## src/rtl/shadow_pkg.sv

```systemverilog
package shadow_pkg;

  typedef enum logic [1:0] {
    ACC_IDLE,
    ACC_READ,
    ACC_FETCH,
    ACC_WRITE
  } acc_t;

  typedef struct packed {
    logic rom_ce;
    logic ram_ce;
    logic ram_we;
  } mem_sel_t;

endpackage

```

## src/rtl/shadow_rst_sync.sv

```systemverilog
module shadow_rst_sync (
  input  logic clk,
  input  logic rst_n,
  output logic rst_sync_n
);

  logic [1:0] sync_q;

  always_ff @(posedge clk or negedge rst_n) begin
    if (!rst_n) sync_q <= 2'b00;
    else        sync_q <= {sync_q[0], 1'b1};
  end

  assign rst_sync_n = sync_q[1];

endmodule

```

## src/rtl/shadow_lock_ctrl.sv

```systemverilog
module shadow_lock_ctrl
  import shadow_pkg::*;
#(
  parameter int unsigned ADDR_W    = 16,
  parameter int unsigned COPY_BASE = 'h100
) (
  input  logic              clk,
  input  logic              rst_n,
  input  acc_t              acc,
  input  logic [ADDR_W-1:0] addr,
  output logic              lock_q,
  output logic              passed_q
);

  localparam logic [ADDR_W-1:0] TOP_A  = '1;
  localparam logic [ADDR_W-1:0] BASE_A = ADDR_W'(COPY_BASE);

  logic lock_d, lock_en;
  logic passed_d, passed_en;

  // next-state logic
  always_comb begin
    lock_en   = !lock_q && (acc == ACC_WRITE) && (addr == TOP_A);
    lock_d    = 1'b1;
    passed_en = lock_q && !passed_q && (acc == ACC_FETCH) && (addr >= BASE_A);
    passed_d  = 1'b1;
  end

  // registers
  always_ff @(posedge clk or negedge rst_n) begin
    if (!rst_n) begin
      lock_q   <= 1'b0;
      passed_q <= 1'b0;
    end else begin
      if (lock_en)   lock_q   <= lock_d;
      if (passed_en) passed_q <= passed_d;
    end
  end

endmodule

```

## src/rtl/shadow_route.sv

```systemverilog
module shadow_route
  import shadow_pkg::*;
#(
  parameter int unsigned ADDR_W       = 16,
  parameter int unsigned COPY_BASE    = 'h100,
  parameter bit          KEEP_LOW_ROM = 1'b1
) (
  input  acc_t              acc,
  input  logic [ADDR_W-1:0] addr,
  input  logic              lock,
  input  logic              passed,
  input  logic              patch_en,
  output mem_sel_t          sel
);

  localparam logic [ADDR_W-1:0] BASE_A = ADDR_W'(COPY_BASE);

  logic low_rom_window;

  generate
    if (KEEP_LOW_ROM) begin : g_low_rom
      assign low_rom_window = !passed && (addr < BASE_A);
    end else begin : g_no_low_rom
      assign low_rom_window = 1'b0;
    end
  endgenerate

  always_comb begin
    sel = '0;
    unique case (acc)
      ACC_WRITE: begin
        if (!lock || patch_en) begin
          sel.ram_ce = 1'b1;
          sel.ram_we = 1'b1;
        end
      end
      ACC_READ: begin
        if (lock) sel.ram_ce = 1'b1;
        else      sel.rom_ce = 1'b1;
      end
      ACC_FETCH: begin
        if (!lock || low_rom_window) sel.rom_ce = 1'b1;
        else                         sel.ram_ce = 1'b1;
      end
      default: sel = '0;
    endcase
  end

endmodule

```

## src/rtl/shadow_mem_switch.sv

```systemverilog
module shadow_mem_switch
  import shadow_pkg::*;
#(
  parameter int unsigned ADDR_W       = 16,
  parameter int unsigned COPY_BASE    = 'h100,
  parameter bit          KEEP_LOW_ROM = 1'b1
) (
  input  logic              clk,
  input  logic              rst_n,
  input  logic [ADDR_W-1:0] addr,
  input  logic              fetch,
  input  logic              rd,
  input  logic              wr,
  input  logic              patch_en,
  output logic              rom_ce,
  output logic              ram_ce,
  output logic              ram_we,
  output logic              stat_locked,
  output logic              stat_patch
);

  logic     rst_sync_n;
  logic     lock_q, passed_q;
  acc_t     acc;
  mem_sel_t sel;

  // write wins over any read strobe
  always_comb begin
    if (wr)         acc = ACC_WRITE;
    else if (fetch) acc = ACC_FETCH;
    else if (rd)    acc = ACC_READ;
    else            acc = ACC_IDLE;
  end

  shadow_rst_sync i_rst_sync (
    .clk        (clk),
    .rst_n      (rst_n),
    .rst_sync_n (rst_sync_n)
  );

  shadow_lock_ctrl #(
    .ADDR_W    (ADDR_W),
    .COPY_BASE (COPY_BASE)
  ) i_lock (
    .clk      (clk),
    .rst_n    (rst_sync_n),
    .acc      (acc),
    .addr     (addr),
    .lock_q   (lock_q),
    .passed_q (passed_q)
  );

  shadow_route #(
    .ADDR_W       (ADDR_W),
    .COPY_BASE    (COPY_BASE),
    .KEEP_LOW_ROM (KEEP_LOW_ROM)
  ) i_route (
    .acc      (acc),
    .addr     (addr),
    .lock     (lock_q),
    .passed   (passed_q),
    .patch_en (patch_en),
    .sel      (sel)
  );

  assign rom_ce      = sel.rom_ce;
  assign ram_ce      = sel.ram_ce;
  assign ram_we      = sel.ram_we;
  assign stat_locked = lock_q;
  assign stat_patch  = lock_q && patch_en;

endmodule

```

## config.mk

```make
export PLATFORM = sky130hd
export DESIGN_NAME = shadow_mem_switch
export DESIGN_NICKNAME = d
export VERILOG_FILES = /design/src/rtl/shadow_pkg.sv /design/src/rtl/shadow_rst_sync.sv /design/src/rtl/shadow_lock_ctrl.sv /design/src/rtl/shadow_route.sv /design/src/rtl/shadow_mem_switch.sv
export SDC_FILE = /design/constraint.sdc
export NUM_CORES = 1
export LEC_CHECK = 0
export BUFFER_PORTS_ARGS = -buffer_cell sky130_fd_sc_hd__buf_2
export CAP_MARGIN = 20
export CORE_AREA = 4 4 41 43
export CTS_BUF_LIST = sky130_fd_sc_hd__clkbuf_8
export CTS_CLUSTER_DIAMETER = 60
export DETAILED_ROUTE_END_ITERATION = 7
export DIE_AREA = 0 0 45 47
export PLACE_DENSITY = 0.56
export SYNTH_ARGS = -nofsm -noshare
export SYNTH_HDL_FRONTEND = slang
export SYNTH_SLANG_ARGS = --single-unit
export TNS_END_PERCENT = 1
```

## constraint.sdc

```tcl
create_clock -name clk -period 1.6 [get_ports clk]
set_clock_uncertainty 0.15 [all_clocks]
set_input_delay 0.32 -clock clk [delete_from_list [all_inputs] [get_ports clk]]
set_output_delay 0.32 -clock clk [all_outputs]
set_load 0.005 [all_outputs]
```

# ---- After elaboration in Yosys (flattened, before gate mapping)
# Cells that the tools add are included.
dict set report word_totals {
  register_bits 4
  latchBits 0
  ramBits 0
  mem_bits_ro 0
  input_bits 22
  output_inout_bits 5
  wordCells 31
  memories 0
}
dict set report classes {
  addsub 0
  n_mul 0
  div_mod_pow 0
  order_cmp 2
  eq_ne 4
  shifts 0
  muxes 11
  bitwise_logic 0
  reduce_logical 11
}
# operator n
set op_table {}
lappend op_table {{16-bit equality test, second input constant} 1}
lappend op_table {{16-bit by 9-bit >= comparator with 1-bit output, second input constant} 1}
lappend op_table {{16-bit by 9-bit less-than comparator with 1-bit output, second input constant} 1}
lappend op_table {{1-bit logical AND} 7}
lappend op_table {{1-bit 2-to-1 mux} 6}
lappend op_table {{2-bit 2-to-1 mux} 3}
lappend op_table {{2-bit equality test, second input constant} 2}
lappend op_table {{1-bit case mux with 3 select lines} 1}
lappend op_table {{2-bit by 1-bit equality test with 1-bit output, second input constant} 1}
lappend op_table {{1-bit zero test} 2}
lappend op_table {{1-bit logical OR} 2}
lappend op_table {{1-bit case mux with 2 select lines} 1}

# ---- Longest topological paths before layout
# Gate-level depths: netlist (run 1).
dict set report depth {
  word_depth 6
  ltp_mapped 6
  ltp_nobuf 6
}

# ---- Cells and area by module
# A second synthesis (run 1) with hierarchy kept.
dict set report hier_totals {
  cells_unflattened 41
  area_unflattened_um2 349.1
}
# module n_inst cells_each area_each_um2 seq_area_each_um2
set modules_own_cells {}
lappend modules_own_cells {shadow_route 1 21 148.9 0.0}
lappend modules_own_cells {shadow_lock_ctrl 1 13 122.6 50.0}
lappend modules_own_cells {shadow_rst_sync 1 3 53.8 50.0}
lappend modules_own_cells {shadow_mem_switch 1 4 23.8 0.0}

# ---- Least setup slack after synthesis (run 1)
# No wires, ideal clock.
dict set report synth_path {
  path_type {input port to output port}
  startpoint {input port addr[10]}
  endpoint {output port rom_ce}
  arrival_time_ns 1.268
  t_required_ns 1.130
  path_slack_ns -0.138
  path_stages 3
  path_buffers 0
  cell_sequence {or4_4 -> nor4_4 -> o211a_1}
}
dict set report synth_via {
  elab_chain_len 5
}
# element line_no
set synth_lines {}
lappend synth_lines {{from (decl)} shadow_mem_switch.sv:10} ;# input logic [ADDR_W-1:0] addr,
lappend synth_lines {{16-bit by 9-bit less-than comparator with 1-bit output} shadow_route.sv:22} ;# assign low_rom_window = !passed && (addr < BASE_A);
lappend synth_lines {{1-bit logical AND} shadow_route.sv:22}
lappend synth_lines {{1-bit logical OR} shadow_route.sv:42} ;# if (!lock || low_rom_window) sel.rom_ce = 1'b1;
lappend synth_lines {{1-bit 2-to-1 mux} shadow_route.sv:42}
lappend synth_lines {{1-bit case mux with 2 select lines} shadow_route.sv:30} ;# unique case (acc)
lappend synth_lines {{to (decl)} shadow_mem_switch.sv:15} ;# output logic rom_ce,
# No other way between the ends.

# ---- Final worst setup path (run 1)
# Ends and elaborated chain as after synthesis.

==> run_results.csv, run 1 <==
group,metric,value,unit
status,status,"complete, but fails checks",
status,violations,"negative setup slack",
clock_network,post_cts_buffers,0,
detailed_routing,postRouteAntennaNets,0,
worst_setup_path,worstSetupPathType,"primary input to output pin",
logic_synthesis,syn_avg_cell_area,9.60,µm²
placement,gp_congestion,0.654,
worst_setup_path,setup.worst_path.start_class,"primary input",
power_and_ir_drop,powerDensity,676,nW/µm²
worst_setup_path,crit_family,"simple AND/OR/NAND/NOR gates",
sta,grt_setup_unrepaired,"true",
finish,area_growth,75.1,%
global_route,grt_pass1_wl,1310,µm
clock_network,cts_tree,"done",
die,die_h,47,µm
sta,finalCritPeriodShare,118,%
logic_synthesis,synth_nets,60,
die,rows,13,
sta,fin_ws,-0.285,ns
finish,nets,96,
clock_network,clock_sinks,4,
clock_network,cts-buffers-inserted,3,
logic_synthesis,synthCells,34,
global_route,grt_overflow_total,0,
finish,drive_gt1_share,54.4,%
logic_synthesis,synth_edf_count,0,
detailed_routing,drc_errors,0,
clock_network,clk_pin_slew_worst_paths,0.03,ns
power_and_ir_drop,ir_drop,765,µV
global_route,grt_use_total,8.33,%
die,initial_utilization,25.1,%
logic_synthesis,ys_ff_latch,4,
detailed_routing,drt_wl_total,830,µm
die,pin_count,27,
logic_synthesis,synth_top_area_share,30.7,%
placement,pre_cts_slack,-0.393,ns
power_and_ir_drop,cellLeakagePower,0.000320,µW
worst_setup_path,slowest_delay,0.53,ns
worst_setup_path,crit_chain,"buf_6 > or4_4 > nor4_4 > o211a_1 > buf_2",
finish,n_fill_cell,135,
detailed_routing,wire_per_inst,10.0,µm
logic_synthesis,synth_top_area_cell,"dfrtp_1",
logic_synthesis,synth.area.top_cells,"dfrtp_1 (31%), ha_1 (15%), nor4_4 (6.5%), nand4_1 (5.7%), a21o_1 (4.6%)",
worst_setup_path,crit_required,1.13,ns
worst_setup_path,endpoint_kind,"output pin",
finish,fin_area,572,µm²
clock_network,clock_insertion_delay_worst_skew,0.21,ns
sta,hold_slack,0.199,ns
logic_synthesis,yosysUniqueCellTypes,21,
die,die-area,2120,µm²
logic_synthesis,ys_warn_count,0,
logic_synthesis,ys_seq_area_share,30.7,%
clock_network,root_buffer,"clkbuf_8",
sta,clock.fmax,531,MHz
detailed_routing,drt_first_pass_iters,2,
logic_synthesis,synthArstFlopShare,100,%
detailed_routing,num_vias,381,
detailed_routing,vias_per_cell,4.59,
global_route,grt_antenna_before_repair,0,
die,die_x,45,µm
sta,hold_violations,0,
global_route,grt_max_degree,9,
clock_network,htreeDepth,1,
worst_setup_path,cp_num_buf_inv,2,
placement,dp.final_hpwl,740,µm
finish,diodes,0,
worst_setup_path,crit_path_max_fanout,3,
die,coreArea,1300,µm²
worst_hold_path,min_path_type,"flip-flop to flip-flop",
sta,fin_crit,1.88,ns
worst_setup_path,cp.arrival,1.41,ns
placement,place.port_buffers,26,
clock_network,clk_path_buf_depth,2,
worst_setup_path,slowest_stage,"or4_4",
detailed_routing,drt-initial-drc-count,2,
logic_synthesis,mappedNetlistArea,327,µm²
logic_synthesis,synth_ff_type,"dfrtp_1",
worst_setup_path,r2r_slack,0.54,ns
global_route,grt_pass1_vias,360,
flow_run,maxCapViolCount,0,
logic_synthesis,synth_commonest_cells,"dfrtp_1 (4), ha_1 (4), inv_1 (4)",
placement,place_area,498,µm²
sta,slew_viol_final,0,
sta,setup_viol_count_final,2,
-- registers in the layout, summed over array words and instances (netlist names) --
name               flops
i_rst_sync.sync_q      2
i_lock.lock_q          1
i_lock.passed_q        1
-- through the flow --
| stage | TNS, ns | utilization [%] | power (µW) | instances |
|---|---|---|---|---|
| 2_1_floorplan | -0.233 | - | 133 | 34 |
| 3_3_place_gp | -0.783 | 38.3 | 177 | 78 |
| 4_1_cts | -0.565 | 43.7 | 393 | 83 |
| 3_5_place_dp | -0.802 | 38.3 | 178 | 78 |
| 5_1_grt | -0.640 | 43.9 | 412 | 83 |
| 6_report | -0.539 | 43.9 | 387 | 83 |
-- power breakdown --
group | total [µW] | switching (µW) | internal (µW)
registers | 105 | 0.828 | 105
clock network | 203 | 43.6 | 160
logic | 78.2 | 30.8 | 47.4
total | 387 | 75.2 | 312
-- cells in the final DEF, fill, tap and decap left out, types with 2 or more instances in the layout --
| cell | synthesis | layout |
|---|---|---|
| nand4_1 | 3 | 3 |
| dlygate4sd3_1 | 0 | 2 |
| a21o_1 | 2 | 2 |
| buf_4 | 0 | 3 |
| clkbuf_8 | 0 | 3 |
| ha_1 | 4 | 3 |
| and2_1 | 2 | 2 |
| buf_2 | 0 | 25 |
| dfrtp_1 | 4 | 3 |
| inv_1 | 4 | 4 |
-- cell families after synthesis --
kind of cell,Yosys count,share of synthesized area (%)
AOI/OAI and AO/OA,7,16.5
buffers and inverters,4,4.60
adders and majority gates,4,15.3
and+or+nand+nor,14,31.8
other,1,1.15
DFF,4,30.7
-- area by class of cell --
class	instances	area, µm²	area share, %
Clock buffer	3	41.3	7.22
Inverter	4	15.0	2.63
Multi-Input combinational cell	26	216	37.9
Sequential cell	4	101	17.7
Tap cell	15	18.8	3.28
Timing Repair Buffer	31	179	31.3
-- metal layers --
layer / part of all wire (%) / global-route usage (%)
met5: 0 / 0
met4: 0 / 0
met3: 11 / 4.60
met2: 55 / 15.3
met1: 34 / 8.97
-- repair_timing --
| item | 4_1_cts | 5_1_grt |
|---|---|---|
| endpoints found under the hold margin | 4 | 0 |
| hold buffers | 2 | 0 |
| pin swaps | 2 | 0 |
| resized for setup | 2 | 2 |
| setup endpoints to repair | 3 | 3 |
-- worst paths after layout --
path                       depth (start not counted)                 start                   end
max in group asynchronous                          1  i_rst_sync.sync_q[1]         i_lock.lock_q
min reg2reg                                        0  i_rst_sync.sync_q[0]  i_rst_sync.sync_q[1]
max                                                5              addr[10]                rom_ce
min in group asynchronous                          2                 rst_n  i_rst_sync.sync_q[0]
max reg2reg                                        2       i_lock.passed_q       i_lock.passed_q
min                                                0  i_rst_sync.sync_q[0]  i_rst_sync.sync_q[1]
Power figures use the tool's default switching activity.
==> inputs of run 2 (changes only) <==
Settings changed: ABC_AREA set to 1, PLACE_DENSITY 0.56 to 0.61, SYNTH_HIERARCHICAL set to 1.
==> run 2 against run 1 <==
Against the previous run: the run still ends with negative setup slack left; utilization rose by 12 points; critical path depth grew 4; setup slack better by 0.18 ns; sequential power about the same; die area stayed put; total power rose by 9.6%; via count increased by 19%; worst hold slack worse by 0.00072 ns; combinational power up 46%; largest power group unchanged.
==> run_results.csv, run 2 <==
group,metric,value,unit
status,status,"complete, but fails checks",
status,violations,"negative setup slack",
worst_setup_path,r2r_slack,0.47,ns
power_and_ir_drop,pwr-share-seq,24.8,%
sta,hold_violations,0,
logic_synthesis,synthArstFlopShare,100,%
clock_network,clk_pin_slew_worst_paths,0.03,ns
die,coreArea,1300,µm²
worst_setup_path,setup.worst_path.start_class,"primary input",
logic_synthesis,synthCells,61,
die,pin_count,27,
die,die_h,47,µm
logic_synthesis,yosysUniqueCellTypes,14,
global_route,grt_overflow_total,0,
die,die_x,45,µm
global_route,grt_pass1_vias,420,
detailed_routing,num_vias,455,
logic_synthesis,synth_top_area_cell,"dfrtp_1",
logic_synthesis,yosys.cell_count.top_type,"nand2_1",
finish,n_fill_cell,131,
clock_network,clock_insertion_delay_worst_skew,0.21,ns
worst_hold_path,min_path_type,"flip-flop to flip-flop",
worst_setup_path,crit_path_max_fanout,4,
finish,largest_reg_flops,2,
die,initial_utilization,29.2,%
sta,finalCritPeriodShare,106,%
finish,final_common_cell,"buf_2",
global_route,grt_pass1_wl,1640,µm
clock_network,clock_sinks,4,
finish,fin_util,55.6,%
detailed_routing,drt-initial-drc-count,1,
detailed_routing,postRouteAntennaNets,0,
die,die-area,2120,µm²
power_and_ir_drop,finalPower,424,µW
finish,reg.largest.list,"i_rst_sync/sync_q: 2 flops, i_lock/lock_q: 1 flops, i_lock/passed_q: 1 flops",
logic_synthesis,ys_warn_count,6,
logic_synthesis,syn_avg_cell_area,6.24,µm²
die,rows,13,
power_and_ir_drop,p_clk_share,48.4,%
logic_synthesis,ys_seq_area_share,26.3,%
placement,gp_congestion,0.662,
sta,grt_setup_unrepaired,"true",
logic_synthesis,ys_ff_latch,4,
worst_setup_path,endpoint_kind,"output pin",
detailed_routing,drt_first_pass_iters,2,
clock_network,cts_tree,"done",
sta,fin_ws,-0.101,ns
worst_setup_path,cp.arrival,1.23,ns
detailed_routing,vias_per_cell,4.10,
finish,diodes,0,
sta,fin_crit,1.70,ns
global_route,grt_use_total,10.8,%
clock_network,root_buffer,"clkbuf_8",
finish,area_growth,90.1,%
clock_network,cts-buffers-inserted,3,
power_and_ir_drop,ir_drop,477,µV
logic_synthesis,mappedNetlistArea,380,µm²
power_and_ir_drop,power_frac_comb,26.8,%
power_and_ir_drop,p_sw_share,23.7,%
sta,setup_viol_count_final,2,
global_route,grt_max_degree,7,
placement,pre_cts_slack,-0.151,ns
flow_run,maxCapViolCount,0,
logic_synthesis,synth_nets,87,
detailed_routing,drt_wl_total,1070,µm
logic_synthesis,synth_commonest_cells,"nand2_1 (15), nor2_1 (13), inv_1 (12)",
logic_synthesis,synth_edf_count,0,
power_and_ir_drop,cellLeakagePower,0.000379,µW
sta,clock.fmax,588,MHz
logic_synthesis,synth_ff_type,"dfrtp_1",
power_and_ir_drop,p_int,324,µW
detailed_routing,wire_per_inst,9.64,µm
worst_setup_path,crit_required,1.13,ns
finish,top_register,"i_rst_sync/sync_q",
finish,nets,124,
finish,final_cell_mix,"buf_2 (25), nor2_1 (13), nand2_1 (12)",
logic_synthesis,synth_top_area_share,26.3,%
worst_setup_path,worstSetupPathType,"primary input to output pin",
sta,slew_viol_final,0,
finish,drive_gt1_share,46.9,%
power_and_ir_drop,p_switching,100,µW
global_route,grt_antenna_before_repair,0,
power_and_ir_drop,powerDensity,586,nW/µm²
placement,dp.final_hpwl,765,µm
detailed_routing,drc_errors,0,
logic_synthesis,synth.area.top_cells,"dfrtp_1 (26%), nand2_1 (15%), ha_1 (13%), nor2_1 (13%), inv_1 (12%)",
placement,place.port_buffers,26,
clock_network,htreeDepth,1,
clock_network,clk_path_buf_depth,2,
==> run 2: cell types whose count changed after synthesis, moves of 2 or more <==
cell | previous run | this run
a21oi_1 | 1 | 3
nor2_1 | 1 | 13
inv_1 | 4 | 12
a21o_1 | 2 | 0
nand2_1 | 1 | 15
and2_1 | 2 | 0
==> run 2: final timing paths <==
kind                       cells after the start                   end                 start
max                                            9                ram_ce                 fetch
max in group asynchronous                      1         i_lock/lock_q  i_rst_sync/sync_q[1]
min reg2reg                                    0  i_rst_sync/sync_q[1]  i_rst_sync/sync_q[0]
min in group asynchronous                      2  i_rst_sync/sync_q[1]                 rst_n
min                                            0  i_rst_sync/sync_q[1]  i_rst_sync/sync_q[0]
max reg2reg                                    3       i_lock/passed_q         i_lock/lock_q
==> run 2: layer usage <==
| layer | wire (µm) | global-route usage [%] | up-vias | part of all wire (%) |
|---|---|---|---|---|
| li1 | - | - | 256 | - |
| met1 | 397 | 12.0 | 186 | 37 |
| met2 | 575 | 18.1 | 13 | 54 |
| met3 | 97 | 4.21 | 0 | 9.1 |
| met4 | 0 | 5.26 | 0 | 0 |
| met5 | 0 | 0 | - | 0 |
==> run 2: power groups by stage <==
stage	Sequential, µW	Combinational, µW	Clock (µW)
CTS	105	101	215
global route	105	127	223
detailed placement	107	75.7	0
floorplan	107	32.3	0
finish	105	114	205
global placement	107	75.2	0
==> run 2: timing repair <==
item                                    CTS  global route
setup buffers                             1             0
endpoints found under the setup margin    2             2
hold endpoints to repair                  4             0
pin swaps                                 4             3
gates resized for setup                  19             7
hold buffers                              2             0
==> run 2: layout make-up <==
cell class,instances,area (µm²),area share (%)
inverters,12,57.6,7.96
repair buffers,32,190,26.3
flip-flops and latches,4,100,13.8
well taps,15,18.8,2.60
multi-input cells,45,315,43.6
clock buffers,3,41.3,5.71
==> run 2: cell families (layout without fill, tap and decap cells) <==
family | after synthesis | in the layout | synth area share (%)
AND/OR/NAND/NOR | 34 | 34 | 37.5
buffers and inverters | 12 | 47 | 11.8
AO/OA/AOI/OAI | 6 | 6 | 10.2
adder cells (fa/ha/maj) | 4 | 4 | 13.2
flip-flops | 4 | 4 | 26.3
other | 1 | 1 | 0.986
==> run 2: per-stage QoR <==
stage                     std cells  instance area, µm²  hold slack (ns)  TNS (ns)
after floorplan                  61                 380           -0.139         0
after global placement          105                 552           -0.132    -0.256
after detailed placement        105                 552           -0.129    -0.280
after CTS                       111                 692            0.201    -0.157
after global routing            111                 723            0.202    -0.321
final                           111                 723            0.198    -0.184
==> run 2: critical path, cell delays in order <==
cell,delay [ns]
buf_8,0.10
inv_6,0.06
nand2_4,0.06
nand2_8,0.08
ha_4,0.12
a21boi_4,0.17
a21oi_2,0.05
a21oi_1,0.14
buf_2,0.12
==> inputs of run 3 (changes only) <==
Settings changed: PLACE_DENSITY 0.61 to 0.57, SYNTH_HIERARCHICAL 1 to not set.
==> run 3 against run 2 <==
Against the previous run: the run still ends with negative setup slack left; critical path depth did not move; cell count shrank 9.9%; synthesized cell count down 20%; combinational power decreased by 7%; worst hold slack got worse by 0.0030 ns; highest routed layer unchanged; die area is the same; largest power group unchanged; total power fell by 2.1%; first-iteration DRC count decreased by 100%; setup slack lost 0.022 ns; global-route usage down 1.1 points; non-clock buffer count grew 1; clock-buffer cell count is the same.
==> run_results.csv, run 3 <==
group,metric,value,unit
placement,placed_cells,93,
logic_synthesis,syn_avg_cell_area,6.77,µm²
finish,area_growth,102,%
clock_network,clk_pin_slew_worst_paths,0.03,ns
detailed_routing,vias_per_cell,4.20,
logic_synthesis,synth.area.top_cells,"dfrtp_1 (30%), ha_1 (15%), nor2_1 (12%), nand2_1 (7.9%), inv_1 (6.8%)",
finish,final_common_cell,"buf_2",
worst_setup_path,cp.arrival,1.25,ns
die,die-area,2120,µm²
clock_network,root_buffer,"clkbuf_8",
placement,place.port_buffers,26,
worst_setup_path,r2r_cells,4,
global_route,grt_pass1_vias,405,
logic_synthesis,synth_nets,75,
logic_synthesis,ys_ff_latch,4,
logic_synthesis,ys_warn_count,0,
sta,grt_setup_unrepaired,"true",
detailed_routing,wire_per_inst,10.0,µm
finish,fin_area,668,µm²
sta,fin_ws,-0.123,ns
logic_synthesis,synth_top_area_cell,"dfrtp_1",
die,initial_utilization,25.5,%
die,pin_count,27,
detailed_routing,postRouteAntennaNets,0,
power_and_ir_drop,ir_drop,695,µV
finish,final_cell_mix,"buf_2 (23), nor2_1 (9), nand2_1 (6)",
global_route,grt_overflow_total,0,
sta,fin_crit,1.72,ns
logic_synthesis,synth_commonest_cells,"nor2_1 (11), nand2_1 (7), inv_1 (6)",
sta,clock.fmax,581,MHz
power_and_ir_drop,cellLeakagePower,0.000331,µW
logic_synthesis,yosys.cell_count.top_type,"nor2_1",
placement,place_area,503,µm²
clock_network,cts_tree,"done",
worst_setup_path,endpoint_kind,"output pin",
logic_synthesis,synth_ff_type,"dfrtp_1",
flow_run,maxCapViolCount,0,
clock_network,htreeDepth,1,
clock_network,clock_sinks,4,
clock_network,clk_path_buf_depth,2,
logic_synthesis,synth_edf_count,0,
logic_synthesis,yosysUniqueCellTypes,16,
sta,setup_viol_count_final,3,
status,status,"complete, but fails checks",
die,coreArea,1300,µm²
finish,fin_util,51.3,%
detailed_routing,drt-initial-drc-count,0,
worst_setup_path,crit_required,1.13,ns
finish,n_fill_cell,138,
sta,slew_viol_final,0,
logic_synthesis,synthCells,49,
clock_network,cts-buffers-inserted,3,
finish,diodes,0,
placement,gp_congestion,0.619,
logic_synthesis,ys_seq_area_share,30.2,%
worst_hold_path,hold_depth,0,
die,die_x,45,µm
die,die_h,47,µm
status,violations,"negative setup slack",
placement,dp.final_hpwl,758,µm
logic_synthesis,synthArstFlopShare,100,%
global_route,grt_antenna_before_repair,0,
finish,drive_gt1_share,58.8,%
logic_synthesis,mappedNetlistArea,332,µm²
sta,finalCritPeriodShare,108,%
die,rows,13,
worst_setup_path,setup.worst_path.start_class,"primary input",
detailed_routing,drt_wl_total,1000,µm
finish,top_register,"i_rst_sync.sync_q",
clock_network,clock_insertion_delay_worst_skew,0.21,ns
sta,tns,-0.263,ns
worst_setup_path,worstSetupPathType,"primary input to output pin",
detailed_routing,drt_first_pass_iters,1,
detailed_routing,drc_errors,0,
finish,instances_no_fill,100,
sta,hold_violations,0,
worst_setup_path,crit_path_max_fanout,3,
finish,reg.largest.list,"i_rst_sync.sync_q: 2 flops, i_lock.lock_q: 1 flops, i_lock.passed_q: 1 flops",
power_and_ir_drop,powerDensity,621,nW/µm²
worst_hold_path,min_path_type,"flip-flop to flip-flop",
finish,largest_reg_flops,2,
global_route,grt_pass1_wl,1460,µm
finish,nets,113,
global_route,grt_max_degree,7,
detailed_routing,num_vias,420,
logic_synthesis,synth_top_area_share,30.2,%
global_route,grt_use_total,9.67,%
-- run 3: cell types whose count changed after synthesis, sizes merged --
cell    before  now
a21boi       1    0
a21oi        3    4
and2         1    0
and3         0    1
clkinv       0    1
inv         12    7
nand2       15    7
nand3        1    2
nand4        3    1
o21ai        1    2
-- run 3: layout make-up --
type	count	area (µm²)	share of cell area [%]
Multi-Input combinational cell	37	263	39.3
Inverter	8	33.8	5.06
Clock buffer	3	41.3	6.18
Timing Repair Buffer	33	210	31.5
Sequential cell	4	101	15.2
Tap cell	15	18.8	2.81
-- run 3: cells by family (layout without fill, tap and decap cells) --
kind of cell | count (synthesis) | after routing | synth area share [%]
other cells | 1 | 1 | 1.13
compound gates | 7 | 7 | 11.3
simple gates | 25 | 25 | 33.2
buf+inv | 8 | 44 | 9.05
fa+ha+maj | 4 | 4 | 15.1
flops | 4 | 4 | 30.2
-- run 3: where the power goes --
group	leakage, µW	switching (µW)	internal [µW]
Sequential	0.0000405	0.483	104
Clock	0.0000216	44.9	160
Combinational	0.000269	45.2	60.3
Total	0.000331	90.5	325
-- run 3: critical path, cell delays in order --
cell and delay [ns]:
buf_6 0.10, a21oi_4 0.19, inv_2 0.09, ha_4 0.16
inv_2 0.04, nor2_2 0.03, o21ai_1 0.15, nor2_1 0.05
buf_2 0.12
-- run 3: metal layers --
metal	GRT usage [%]	up-vias	routed length, µm
li1	-	225	-
met1	9.86	175	370
met2	16.9	20	521
met3	4.98	0	108
met4	3.51	0	0
met5	0	-	0
-- run 3: what timing repair did --
action | 4_1_cts | 5_1_grt
hold buffers | 2 | 0
setup buffers | 2 | 0
cloned | 0 | 0
resized for setup | 10 | 14
pin swaps | 5 | 4
endpoints found under the hold margin | 4 | 0
setup endpoints to repair | 3 | 3
-- run 3: stage by stage --
step                hold WS [ns]  power [µW]  worst slack [ns]
floorplan                 -0.139         134            0.0479
global placement          -0.132         178            -0.199
detailed placement        -0.128         179            -0.259
CTS                        0.197         406            -0.144
global route               0.197         448            -0.180
finish                     0.195         415            -0.123
-- run 3: final timing paths --
check                                startpoint                   end  slack, ns
max in group asynchronous  i_rst_sync.sync_q[1]         i_lock.lock_q       0.77
min in group asynchronous                 rst_n  i_rst_sync.sync_q[0]       0.28
max                                          rd                rom_ce      -0.12
min reg2reg                i_rst_sync.sync_q[0]  i_rst_sync.sync_q[1]       0.20
max reg2reg                       i_lock.lock_q       i_lock.passed_q       0.51
min                        i_rst_sync.sync_q[0]  i_rst_sync.sync_q[1]       0.20
